--- src/rtl/evc_pkg.sv ---
package evc_pkg;

    localparam int CODE_W  = 8;
    localparam int MASK_W  = 8;
    localparam int STATE_W = 4;
    localparam int THR_W   = 8;
    localparam int CFG_W   = CODE_W + MASK_W + THR_W + 3;

    typedef enum logic [1:0] {
        SEL_CFG  = 2'd0,
        SEL_CNT  = 2'd1,
        SEL_STAT = 2'd2,
        SEL_RSVD = 2'd3
    } reg_sel_e;

    // first member is the most significant field
    typedef struct packed {
        logic              enable;
        logic              edge_det;
        logic              invert;
        logic [THR_W-1:0]  thresh;
        logic [MASK_W-1:0] umask;
        logic [CODE_W-1:0] code;
    } evc_cfg_t;

    // state nibble is OR-selected; filter nibble qualifies only when nonzero
    function automatic logic sub_event_hit(input logic [MASK_W-1:0] mask,
                                           input logic [MASK_W-1:0] attr);
        logic [STATE_W-1:0]        st_m;
        logic [MASK_W-STATE_W-1:0] flt_m;
        st_m  = mask[STATE_W-1:0];
        flt_m = mask[MASK_W-1:STATE_W];
        return ((attr[STATE_W-1:0] & st_m) != '0) &&
               ((flt_m == '0) || ((attr[MASK_W-1:STATE_W] & flt_m) != '0));
    endfunction

endpackage

--- src/rtl/evc_match.sv ---
module evc_match #(
    parameter int NUM_LANES = 4,
    parameter int OCC_W     = 6,
    parameter int NW        = 6,
    parameter logic [evc_pkg::CODE_W-1:0] OCC_CODE = 8'h80
) (
    input  logic [evc_pkg::CODE_W-1:0]           sel_code,
    input  logic [evc_pkg::MASK_W-1:0]           sel_mask,
    input  logic [NUM_LANES-1:0]                 lane_vld,
    input  logic [NUM_LANES*evc_pkg::CODE_W-1:0] lane_code,
    input  logic [NUM_LANES*evc_pkg::MASK_W-1:0] lane_attr,
    input  logic [OCC_W-1:0]                     occ_level,
    output logic [NW-1:0]                        ev_count
);
    import evc_pkg::*;

    logic [NUM_LANES-1:0] hit;
    logic [NW-1:0]        lane_sum;

    for (genvar i = 0; i < NUM_LANES; i++) begin : g_lane
        assign hit[i] = lane_vld[i]
                     && (lane_code[i*CODE_W +: CODE_W] == sel_code)
                     && sub_event_hit(sel_mask, lane_attr[i*MASK_W +: MASK_W]);
    end

    always_comb begin
        lane_sum = '0;
        for (int i = 0; i < NUM_LANES; i++) begin
            lane_sum = lane_sum + NW'(hit[i]);
        end
        if (sel_code == OCC_CODE) begin
            ev_count = NW'(occ_level);
        end else begin
            ev_count = lane_sum;
        end
    end

endmodule

--- src/rtl/evc_qualify.sv ---
module evc_qualify #(
    parameter int NW = 6
) (
    input  logic                      clk,
    input  logic                      rst,
    input  logic                      enable,
    input  logic                      clear,
    input  logic [evc_pkg::THR_W-1:0] thresh,
    input  logic                      invert,
    input  logic                      edge_det,
    input  logic [NW-1:0]             ev_count,
    output logic [NW-1:0]             inc
);
    import evc_pkg::*;

    localparam int CMP_W = (NW > THR_W) ? NW : THR_W;

    logic [CMP_W-1:0] cnt_x;
    logic [CMP_W-1:0] thr_x;
    logic             thr_on;
    logic             cond;
    logic             prev_q;

    assign cnt_x  = CMP_W'(ev_count);
    assign thr_x  = CMP_W'(thresh);
    assign thr_on = (thresh != '0);

    always_comb begin
        if (thr_on) begin
            cond = invert ? (cnt_x < thr_x) : (cnt_x >= thr_x);
        end else begin
            cond = (ev_count != '0);
        end
        if (edge_det) begin
            inc = NW'(cond && !prev_q);
        end else if (thr_on) begin
            inc = NW'(cond);
        end else begin
            inc = ev_count;
        end
    end

    always_ff @(posedge clk) begin
        if (rst || clear || !enable) begin
            prev_q <= 1'b0;
        end else begin
            prev_q <= cond;
        end
    end

endmodule

--- src/rtl/evc_accum.sv ---
module evc_accum #(
    parameter int CNT_W = 48,
    parameter int NW    = 6
) (
    input  logic             clk,
    input  logic             rst,
    input  logic             enable,
    input  logic [NW-1:0]    inc,
    input  logic             wr_cnt,
    input  logic [CNT_W-1:0] wr_data,
    output logic [CNT_W-1:0] cnt_q,
    output logic             ovf_q
);
    logic [CNT_W:0] sum;

    assign sum = {1'b0, cnt_q} + (CNT_W+1)'(inc);

    always_ff @(posedge clk) begin
        if (rst) begin
            cnt_q <= '0;
            ovf_q <= 1'b0;
        end else if (wr_cnt) begin
            cnt_q <= wr_data;
            ovf_q <= 1'b0;
        end else if (enable) begin
            cnt_q <= sum[CNT_W-1:0];
            if (sum[CNT_W]) begin
                ovf_q <= 1'b1;
            end
        end
    end

endmodule

--- src/rtl/evc_counter.sv ---
module evc_counter #(
    parameter int NUM_LANES = 4,
    parameter int OCC_W     = 6,
    parameter int CNT_W     = 48,
    parameter logic [7:0] OCC_CODE = 8'h80
) (
    input  logic                           clk,
    input  logic                           rst,
    input  logic                           wr_en,
    input  logic [1:0]                     wr_sel,
    input  logic [CNT_W-1:0]               wr_data,
    input  logic [1:0]                     rd_sel,
    output logic [CNT_W-1:0]               rd_data,
    input  logic [NUM_LANES-1:0]           lane_vld,
    input  logic [NUM_LANES*8-1:0]         lane_code,
    input  logic [NUM_LANES*8-1:0]         lane_attr,
    input  logic [OCC_W-1:0]               occ_level
);
    import evc_pkg::*;

    localparam int LANE_CW = $clog2(NUM_LANES + 1);
    localparam int NW      = (OCC_W > LANE_CW) ? OCC_W : LANE_CW;

    evc_cfg_t         cfg_q;
    logic             wr_cfg;
    logic             wr_cnt;
    logic [NW-1:0]    ev_count;
    logic [NW-1:0]    inc;
    logic [CNT_W-1:0] cnt_q;
    logic             ovf_q;

    assign wr_cfg = wr_en && (wr_sel == SEL_CFG);
    assign wr_cnt = wr_en && (wr_sel == SEL_CNT);

    always_ff @(posedge clk) begin
        if (rst) begin
            cfg_q <= '0;
        end else if (wr_cfg) begin
            cfg_q <= evc_cfg_t'(wr_data[CFG_W-1:0]);
        end
    end

    evc_match #(
        .NUM_LANES (NUM_LANES),
        .OCC_W     (OCC_W),
        .NW        (NW),
        .OCC_CODE  (OCC_CODE)
    ) u_match (
        .sel_code  (cfg_q.code),
        .sel_mask  (cfg_q.umask),
        .lane_vld  (lane_vld),
        .lane_code (lane_code),
        .lane_attr (lane_attr),
        .occ_level (occ_level),
        .ev_count  (ev_count)
    );

    evc_qualify #(
        .NW (NW)
    ) u_qual (
        .clk      (clk),
        .rst      (rst),
        .enable   (cfg_q.enable),
        .clear    (wr_cfg),
        .thresh   (cfg_q.thresh),
        .invert   (cfg_q.invert),
        .edge_det (cfg_q.edge_det),
        .ev_count (ev_count),
        .inc      (inc)
    );

    evc_accum #(
        .CNT_W (CNT_W),
        .NW    (NW)
    ) u_acc (
        .clk     (clk),
        .rst     (rst),
        .enable  (cfg_q.enable),
        .inc     (inc),
        .wr_cnt  (wr_cnt),
        .wr_data (wr_data),
        .cnt_q   (cnt_q),
        .ovf_q   (ovf_q)
    );

    always_comb begin
        case (rd_sel)
            SEL_CFG:  rd_data = CNT_W'(cfg_q);
            SEL_CNT:  rd_data = cnt_q;
            SEL_STAT: rd_data = CNT_W'(ovf_q);
            default:  rd_data = '0;
        endcase
    end

endmodule

--- config.mk ---
export PLATFORM = sky130hd
export DESIGN_NAME = evc_counter
export DESIGN_NICKNAME = d
export VERILOG_FILES = /design/src/rtl/evc_pkg.sv /design/src/rtl/evc_match.sv /design/src/rtl/evc_qualify.sv /design/src/rtl/evc_accum.sv /design/src/rtl/evc_counter.sv
export SDC_FILE = /design/constraint.sdc
export NUM_CORES = 1
export LEC_CHECK = 0
export BUFFER_PORTS_ARGS = -buffer_cell sky130_fd_sc_hd__buf_4
export CAP_MARGIN = 0
export CORE_ASPECT_RATIO = 1.5
export CORE_MARGIN = 5
export CORE_UTILIZATION = 50
export DETAILED_ROUTE_END_ITERATION = 8
export PLACE_DENSITY = 0.75
export SETUP_SLACK_MARGIN = 0.2
export SKIP_CTS_REPAIR_TIMING = 1
export SYNTH_ARGS = -nofsm -noshare
export SYNTH_HDL_FRONTEND = slang
export SYNTH_SLANG_ARGS = --single-unit
--- constraint.sdc ---
create_clock -name clk -period 8.6 [get_ports clk]
set_clock_uncertainty 0.2 [all_clocks]
set_input_delay 1.72 -clock clk [delete_from_list [all_inputs] [get_ports clk]]
set_output_delay 1.72 -clock clk [all_outputs]
set_load 0.02 [all_outputs]
Yosys cells after proc, flatten, opt, wreduce, memory -nomap -nowiden
Index checks and enable logic that the tools add are counted.
W data, S select, Z words.
{"block": "totals", "inputBits": 129, "word_cells": 78, "register_bits": 77, "out_inout_bits": 48}
{"block": "op_classes", "addsub": 4, "n_reduce_logical": 39, "n_lt_le_gt_ge": 2, "eq_ne": 8, "n_bitwise": 8, "n_mux": 8}
{"op": "$pmux W48 S3", "n": 1}
{"op": "$mux W48", "n": 2}
{"op": "$add A48 B6 Y49", "n": 1}
{"op": "$and A4 B4 Y4", "n": 8}
{"op": "$eq A8 B8 Y1", "n": 4}
{"op": "$reduce_bool A4 Y1", "n": 8}
{"op": "$mux W6", "n": 3}
{"op": "$logic_and A1 B1 Y1", "n": 15}
{"op": "$add A6 B1 Y6", "n": 2}
{"op": "$eq A8 B8 Y1 const B", "n": 1}
{"op": "$ge A6 B8 Y1", "n": 1}
{"op": "$lt A6 B8 Y1", "n": 1}
{"op": "$reduce_bool A8 Y1", "n": 1}
{"op": "$logic_or A1 B1 Y1", "n": 6}
{"op": "$reduce_bool A6 Y1", "n": 1}
{"op": "$eq A2 B1 Y1 const B", "n": 2}
{"op": "$logic_not A2 Y1", "n": 2}
{"op": "$logic_not A4 Y1", "n": 1}
{"op": "$add A1 B1 Y2", "n": 1}
{"op": "$eq A2 B2 Y1 const B", "n": 1}
{"op": "$logic_not A1 Y1", "n": 2}
{"op": "$mux W1", "n": 2}
{"op": "$reduce_and A2 Y1", "n": 1}
{"op": "$reduce_bool A2 Y1", "n": 1}
{"op": "$reduce_or A2 Y1", "n": 1}

Logic depth before layout (Yosys ltp)
Gate-level depths: netlist of run 1.
{"block": "logic_depth", "ltp_word": 17, "mapped_depth": 25, "ltp_nobuf": 23}

By module
Synthesis of run 1 repeated with hierarchy kept, for this count alone.
{"block": "unflattened", "cells_unflattened": 728, "area_unflattened_um2": 6074.6}
{"module": "evc_accum", "area_per_inst_um2": 3221.8, "cells_per_inst": 388, "n_inst": 1}
{"module": "evc_counter", "area_per_inst_um2": 1810.5, "cells_per_inst": 203, "n_inst": 1}
{"module": "evc_match", "area_per_inst_um2": 730.7, "cells_per_inst": 94, "n_inst": 1}
{"module": "evc_qualify", "area_per_inst_um2": 311.5, "cells_per_inst": 43, "n_inst": 1}

Least setup slack after synthesis of run 1
Ideal clock, no wire load.
{"block": "synth_path", "path_type": "input to register", "start": "input lane_attr[0]", "end": "register u_acc.cnt_q[42]", "setup_time_ns": 0.091, "stages": 24, "arrival_ns": 6.482, "path_buffers": 2, "setup_slack_ns": 1.827, "cell_sequence": "a22o_1 -> a221oi_1 -> nor4_1 -> ha_1 -> inv_1 -> fa_1 -> inv_1 -> ha_1 -> mux2_2 -> ha_1 -> nor2b_1 -> o211ai_1 -> a2111oi_0 -> o21ai_0 -> o211a_1 -> ha_1 -> fa_1 -> a211oi_1 -> o21a_1 -> clkbuf_1 -> or2_2 -> clkbuf_1 -> o31ai_1 -> a311oi_1"}
{"block": "synth_via", "elab_chain_len": 16, "word_cells_on_any_way": 19, "classes_between": "add/sub: 4; order compare: 2; mux: 7; bitwise: 1; reduce/logical: 5"}
{"element": "from (decl)", "line_no": "evc_counter.sv:16", "text": "input logic [NUM_LANES*8-1:0] lane_attr,"}
{"element": "$and A4 B4 Y4 (*)", "line_no": "evc_pkg.sv:33", "text": "return ((attr[STATE_W-1:0] & st_m) != '0) &&"}
{"element": "$reduce_bool A4 Y1 (*)", "line_no": "evc_pkg.sv:33"}
{"element": "$logic_and A1 B1 Y1 (*)", "line_no": "evc_pkg.sv:33"}
{"element": "$logic_and A1 B1 Y1 (*)", "line_no": "evc_match.sv:23", "text": "&& sub_event_hit(sel_mask, lane_attr[i*MASK_W +: MASK_W]);"}
{"element": "$add A1 B1 Y2 (*)", "line_no": "evc_match.sv:29", "text": "lane_sum = lane_sum + NW'(hit[i]);"}
{"element": "$add A6 B1 Y6 (*) (2 in series)", "line_no": "evc_match.sv:29"}
{"element": "$mux W6 (*)", "line_no": "evc_match.sv:31", "text": "if (sel_code == OCC_CODE) begin"}
{"element": "$ge A6 B8 Y1 or $lt A6 B8 Y1 (tied branches)", "line_no": "evc_qualify.sv:30", "text": "cond = invert ? (cnt_x < thr_x) : (cnt_x >= thr_x);"}
{"element": "$mux W1", "line_no": "evc_qualify.sv:30"}
{"element": "$mux W1", "line_no": "evc_qualify.sv:29", "text": "if (thr_on) begin"}
{"element": "$mux W6 or $logic_and A1 B1 Y1 (tied branches)", "line_no": "evc_qualify.sv:36, evc_qualify.sv:35"}
{"element": "$mux W6 (*)", "line_no": "evc_qualify.sv:34", "text": "if (edge_det) begin"}
{"element": "$add A48 B6 Y49 (*)", "line_no": "evc_accum.sv:16", "text": "assign sum = {1'b0, cnt_q} + (CNT_W+1)'(inc);"}
{"element": "$mux W48 (*)", "line_no": "evc_accum.sv:25", "text": "end else if (enable) begin"}
{"element": "$mux W48 (*)", "line_no": "evc_accum.sv:22", "text": "end else if (wr_cnt) begin"}
{"element": "to (signal assigned)", "line_no": "evc_accum.sv:23", "text": "cnt_q <= wr_data;"}
{"element": "to (signal assigned)", "line_no": "evc_accum.sv:26", "text": "cnt_q <= sum[CNT_W-1:0];"}
{"element": "to (decl)", "line_no": "evc_accum.sv:11", "text": "output logic [CNT_W-1:0] cnt_q,"}
Every way passes the cells marked *; elsewhere a longest branch is shown, timed or not. The select of a mux whose other input is x is not followed.
A chain may end at the register's enable or synchronous reset.

Worst setup path in the final report of run 1
{"block": "layout_path", "start": "input lane_attr[0]", "end": "register u_acc.cnt_q[26]"}
The elaborated chain is that of the path after synthesis.

==> key figures, run 1 <==
Placed design
  • Gpl congestion: 0.922
  • Placed Cells: 979
  • DPL Wire Length: 13900 µm
  • IO buf count: 176

Layout
  • Area Overhead vs Synth: 30.8%
  • Post-Layout Cell Count: 994
  • Commonest non-fill, non-tap cells in the layout: 179 x buf_4, 82 x nor2_1, 81 x nand2_1
  • Fraction of layout cells with a size suffix above 1: 23.8%
  • Fin util: 67.0%
  • Commonest non-fill, non-tap cell in the layout: buf_4
  • Ant diodes: 0
  • Layout net count: 991
  • Fill count: 973

Logic synthesis
  • EDFF count, synth: 0
  • Yosys warnings: 0
  • Main synth FF type: dfxtp_1
  • Mapped Avg Cell Area: 7.66 µm²
  • Syn Nets: 853
  • Mapped Area: 5420 µm²
  • Synth Instances: 708
  • Register area share after synthesis: 28.4%
  • Async SR Flop Fraction: 0%
  • Flops & latches, synth: 77
  • Synth cell types: 55

Pwr
  • VDD IR max: 92.8 µV
  • Pwr dens: 143 nW/µm²
  • Lkg Pwr: 0.00281 µW

Global route
  • Initial antenna violation count: 0
  • Largest net degree at the start of global routing: 78
  • First-pass GRT wire length: 29100 µm
  • Total GRT Usage: 28.2%
  • Grt total ovfl: 0
  • Number of global-route vias before repair: 5846

Floorplan
  • Core Area: 10600 µm²
  • IO Count: 177
  • Die W: 95.0 µm
  • Die ar.: 13100 µm²
  • Initial Utilization: 51.2%
  • Die Ht: 138 µm
  • Floorplan row count: 46

Timing
  • Slew @ Worst Pin: 1170 ps
  • Max transition margin: 21.8%
  • Max-slew violation count: 0
  • Final worst path period share: 86.3%
  • Final Hold Fails: 0
  • Max frequency: 0.135 GHz
  • Post-route setup TNS: 0 ps
  • Period minus WS final: 7420 ps
  • Final setup viols: 0
  • RSZ-0062 raised after global routing: false

Worst setup path
  • Critical path class: in2reg
  • Arrival time at the worst endpoint: 7460 ps
  • Worst-path fanout max: 19
  • Startpoint Class: input pin
  • CP required: 8640 ps
  • Worst setup EP type: register

Clock network
  • CTS buffer count: 9
  • Clk root buf: clkbuf_16
  • Worst skew pair latency: 340 ps
  • CTS tree: built
  • CTS sink cnt: 77
  • Clock Pin Slew Worst Setup and Hold Paths: 60 ps
  • Deepest clock path buffer count: 2
  • H-tree depth: 3

Drt
  • Routed via count: 5940
  • Post-DR vias/cell: 5.98
  • Antenna-violating nets left: 0
  • TritonRoute pass-1 iters: 5
  • Wire per inst: 18.8 µm
  • Number of DRC markers in iteration 0: 361
  • Final Routed Wirelength: 18700 µm
  • Number of remaining DRC errors: 0

Run status
  • Status: finished clean

Flow run
  • Max_cap viols: 0

Hold path
  • Worst hold path type: reg2reg
-- through the flow --
step	hold slack (ps)	total power, µW	area, µm²	setup slack [ps]
after floorplan	253	486	5420	1830
after global placement	279	566	6750	1150
after detailed placement	283	571	6750	938
after CTS	290	1010	7100	1270
after global routing	329	1050	7100	747
final	292	1010	7100	1180
-- path summary, 6_finish.rpt --
kind	startpoint	to	slack [ps]	cells after the start
setup reg to reg	cfg_q[12]	u_acc.cnt_q[26]	2020	23
hold reg to reg	cfg_q[25]	cfg_q[25]	290	2
setup / recovery	lane_attr[0]	u_acc.cnt_q[26]	1180	23
hold / removal	cfg_q[25]	cfg_q[25]	290	2
-- critical path, cell delays in order --
cell and delay, ps:
buf_4 100, a22o_1 220, a221oi_1 410, nor4_1 120, ha_1 300, inv_1 50, fa_1 380, inv_1 60
ha_1 230, mux2_2 280, ha_1 300, nor2b_1 180, o211ai_1 100, a2111oi_0 380, o21ai_0 190, o211a_1 160
ha_1 210, fa_1 440, a211oi_1 260, o21a_1 580, nor4_1 220, a31o_2 300, a311oi_1 260
-- cell type report --
cell class                      count  area [µm²]  share of cell area [%]
Tap cell                          144         180                    2.54
Inverter                           19        71.3                    1.01
Clock buffer                       11         253                    3.56
Timing Repair Buffer              179        1340                    18.9
Sequential cell                    77        1540                    21.7
Multi-Input combinational cell    560        3610                    50.9
Clock inverter                      4        95.1                    1.34
-- per-layer routing --
| metal | part of all wire (%) | global-route usage [%] | vias up |
|---|---|---|---|
| li1 | - | - | 2850 |
| met1 | 40 | 32.1 | 2799 |
| met2 | 50 | 51.0 | 258 |
| met3 | 7.1 | 5.68 | 33 |
| met4 | 2.9 | 10.9 | 0 |
| met5 | 0 | 0 | - |
-- Yosys cell counts, types with 12 or more instances --
library cell	count	area (µm²)
a211oi_1	23	173
a21oi_1	35	175
a22oi_1	12	90.1
a311oi_1	19	166
and2_1	26	163
clkbuf_1	46	173
dfxtp_1	77	1540
ha_1	14	175
inv_1	19	71.3
mux2i_1	32	320
nand2_1	81	304
nand3_1	19	95.1
nand4_1	15	93.8
nor2_1	82	308
nor3_1	13	65.1
nor4_1	20	125
o21ai_0	14	70.1
or4_1	14	105
xnor2_1	50	438
-- logic make-up (layout without fill, tap and decap cells) --
group / Yosys count / after routing / share of synthesized area [%]
muxes: 34 / 34 / 6.32
buffers and inverters: 71 / 213 / 5.08
DFF: 77 / 77 / 28.4
xor gates and xnor gates: 53 / 53 / 8.56
and+or+nand+nor: 315 / 315 / 29.3
adders and majority gates: 16 / 16 / 3.97
AOI/OAI and AO/OA: 142 / 142 / 18.4
-- registers in the layout, indices dropped and copies added, names as in the netlist --
signal / flops
cfg_q: 27
u_qual.prev_q: 1
u_acc.cnt_q: 48
u_acc.ovf_q: 1
-- power by group --
part	switching, µW	internal (µW)	total, µW
clock network	150	297	447
registers	25.4	373	398
logic	79.4	86.7	166
No activity file was read; power rests on OpenSTA's default activity.
==> inputs of run 2 (changes only) <==
--- a/config.mk
+++ b/config.mk
@@ -5,7 +5,7 @@
 export SDC_FILE = /design/constraint.sdc
 export NUM_CORES = 1
 export LEC_CHECK = 0
-export BUFFER_PORTS_ARGS = -buffer_cell sky130_fd_sc_hd__buf_4
+export BUFFER_PORTS_ARGS = -buffer_cell sky130_fd_sc_hd__buf_2
 export CAP_MARGIN = 0
 export CORE_ASPECT_RATIO = 1.5
 export CORE_MARGIN = 5
==> run 2 against run 1 <==
Routed wire length down 1.6%. Final area decreased by 7.5%. First-iteration DRC count decreased by 23%. Flip-flop and latch count stayed put. Sequential power is essentially flat. Clock power is 25% lower. Worst setup slack improved by 110 ps. Combinational power is 11% lower. Critical endpoint is now u_acc.cnt_q[41]. Largest cell class unchanged. Largest power group is now registers.
==> key figures, run 2 (synthesis gave the netlist of run 1 again) <==
Run status
  • Status: finished clean

Hold path
  • Worst hold path type: reg2reg

Timing
  • Final worst path period share: 85.0%
  • Slew @ Worst Pin: 1100 ps
  • Max frequency: 0.137 GHz
  • Post-route setup TNS: 0 ps
  • RSZ-0062 raised after global routing: false
  • Final setup viols: 0
  • Max transition margin: 26.6%
  • Max-slew violation count: 0
  • Final Hold Fails: 0
  • Period minus WS final: 7310 ps

Worst setup path
  • Buf/Inv on CP: 3
  • Top delay family on crit path: compound AO/OA/AOI/OAI gates
  • Worst setup EP type: register
  • Arrival time at the worst endpoint: 7340 ps
  • Crit-path max cell delay: 810 ps
  • Critical path class: in2reg
  • CP required: 8630 ps
  • Startpoint Class: input pin
  • Worst-path fanout max: 16
  • Most used cell, CP: ha_1
  • Worst path slowest cell: or4_1
  • FF-to-FF setup slack: 2050 ps
  • Crit path cell chain: buf_2 -> a22o_1 -> a221oi_1 -> nor4_1 -> ha_1 -> inv_1 -> fa_1 -> inv_1 -> ha_1 -> mux2_2 -> ha_1 -> nor2b_1 -> o211ai_1 -> a2111oi_0 -> o21ai_0 -> o211a_1 -> ha_1 -> a21oi_1 -> o2111a_1 -> or4_1 -> or4_1 -> a311oi_1

Layout
  • Fraction of layout cells with a size suffix above 1: 23.5%
  • Largest Register: u_acc.cnt_q
  • Area Overhead vs Synth: 21.1%
  • Largest register FFs: 48
  • Fin util: 62.0%
  • Commonest non-fill, non-tap cell in the layout: buf_2
  • Top Registers: u_acc.cnt_q x48, cfg_q x27
  • Layout net count: 992
  • Commonest non-fill, non-tap cells in the layout: 176 x buf_2, 82 x nor2_1, 81 x nand2_1
  • Fill count: 1027

Clock network
  • Deepest clock path buffer count: 2
  • CTS sink cnt: 77
  • CTS buffer count: 9
  • H-tree depth: 3
  • Clock Pin Slew Worst Setup and Hold Paths: 60 ps
  • Clk root buf: clkbuf_16
  • CTS tree: built
  • Worst skew pair latency: 330 ps

Placed design
  • Gpl congestion: 0.875
  • IO buf count: 176
  • DPL Wire Length: 13800 µm

Global route
  • Total GRT Usage: 27.6%
  • First-pass GRT wire length: 28300 µm
  • Largest net degree at the start of global routing: 78
  • Number of global-route vias before repair: 5913
  • Initial antenna violation count: 0
  • Grt total ovfl: 0

Floorplan
  • Initial Utilization: 51.2%
  • IO Count: 177
  • Floorplan row count: 46
  • Die W: 95.0 µm
  • Die Ht: 138 µm
  • Core Area: 10600 µm²
  • Die ar.: 13100 µm²

Drt
  • TritonRoute pass-1 iters: 4
  • Post-DR vias/cell: 5.94
  • Routed via count: 5906
  • Final Routed Wirelength: 18400 µm
  • Antenna-violating nets left: 0
  • Wire per inst: 18.5 µm
  • Number of DRC markers in iteration 0: 277
  • Number of remaining DRC errors: 0

Pwr
  • Lkg Pwr: 0.00266 µW
  • Total chip power: 879 µW
  • VDD IR max: 106 µV
  • Pwr dens: 134 nW/µm²

Flow run
  • Max_cap viols: 0
-- run 2: worst reg2reg max path, stage by stage (launching register included) --
cell       delay (ps)
dfxtp_1           360
or4_1             600
nand3_1           160
nand4_1            90
nor4_1            260
ha_1              190
inv_1              50
fa_1              380
inv_1              70
ha_1              230
mux2_2            290
ha_1              300
nor2b_1           160
o211ai_1          160
a2111oi_0         110
o21ai_0           250
o211a_1           200
ha_1              170
a21oi_1           100
o2111a_1          430
or4_1             810
or4_1             580
a311oi_1          280
-- run 2: final timing paths --
| path | start | to | cells after the start |
|---|---|---|---|
| worst max-delay path | lane_attr[0] | u_acc.cnt_q[41] | 22 |
| worst min-delay path | cfg_q[25] | cfg_q[25] | 2 |
| worst max register to register | cfg_q[12] | u_acc.cnt_q[41] | 22 |
| worst min register to register | cfg_q[25] | cfg_q[25] | 2 |
-- run 2: final cells by class --
cell class                      count  area, µm²  share of cell area, %
Antenna cell                        1       2.50                 0.0381
Clock buffer                       11        233                   3.54
Sequential cell                    77       1540                   23.5
Clock inverter                      3       15.0                  0.229
Tap cell                          144        180                   2.74
Inverter                           19       71.3                   1.09
Multi-Input combinational cell    560       3610                   55.0
Timing Repair Buffer              180        911                   13.9
-- run 2: metrics by stage --
stage	std cells	cell area [µm²]	hold slack, ps	setup WS (ps)
5_1_grt	994	6560	328	933
3_3_place_gp	980	6310	276	1190
2_1_floorplan	708	5420	253	1830
6_report	995	6570	287	1290
4_1_cts	994	6560	290	1290
3_5_place_dp	980	6310	281	937
-- run 2: where the power goes --
part | total [µW] | internal, µW | switching (µW)
clock | 334 | 191 | 143
combinational | 147 | 68.0 | 78.8
sequential | 398 | 373 | 25.1
-- run 2: routing by layer --
metal	track usage, %	vias up	routed length (µm)
met3	4.97	50	1390
met5	0	-	0
met4	14.2	0	711
met1	30.4	2731	7020
li1	-	2859	-
met2	49.7	266	9240
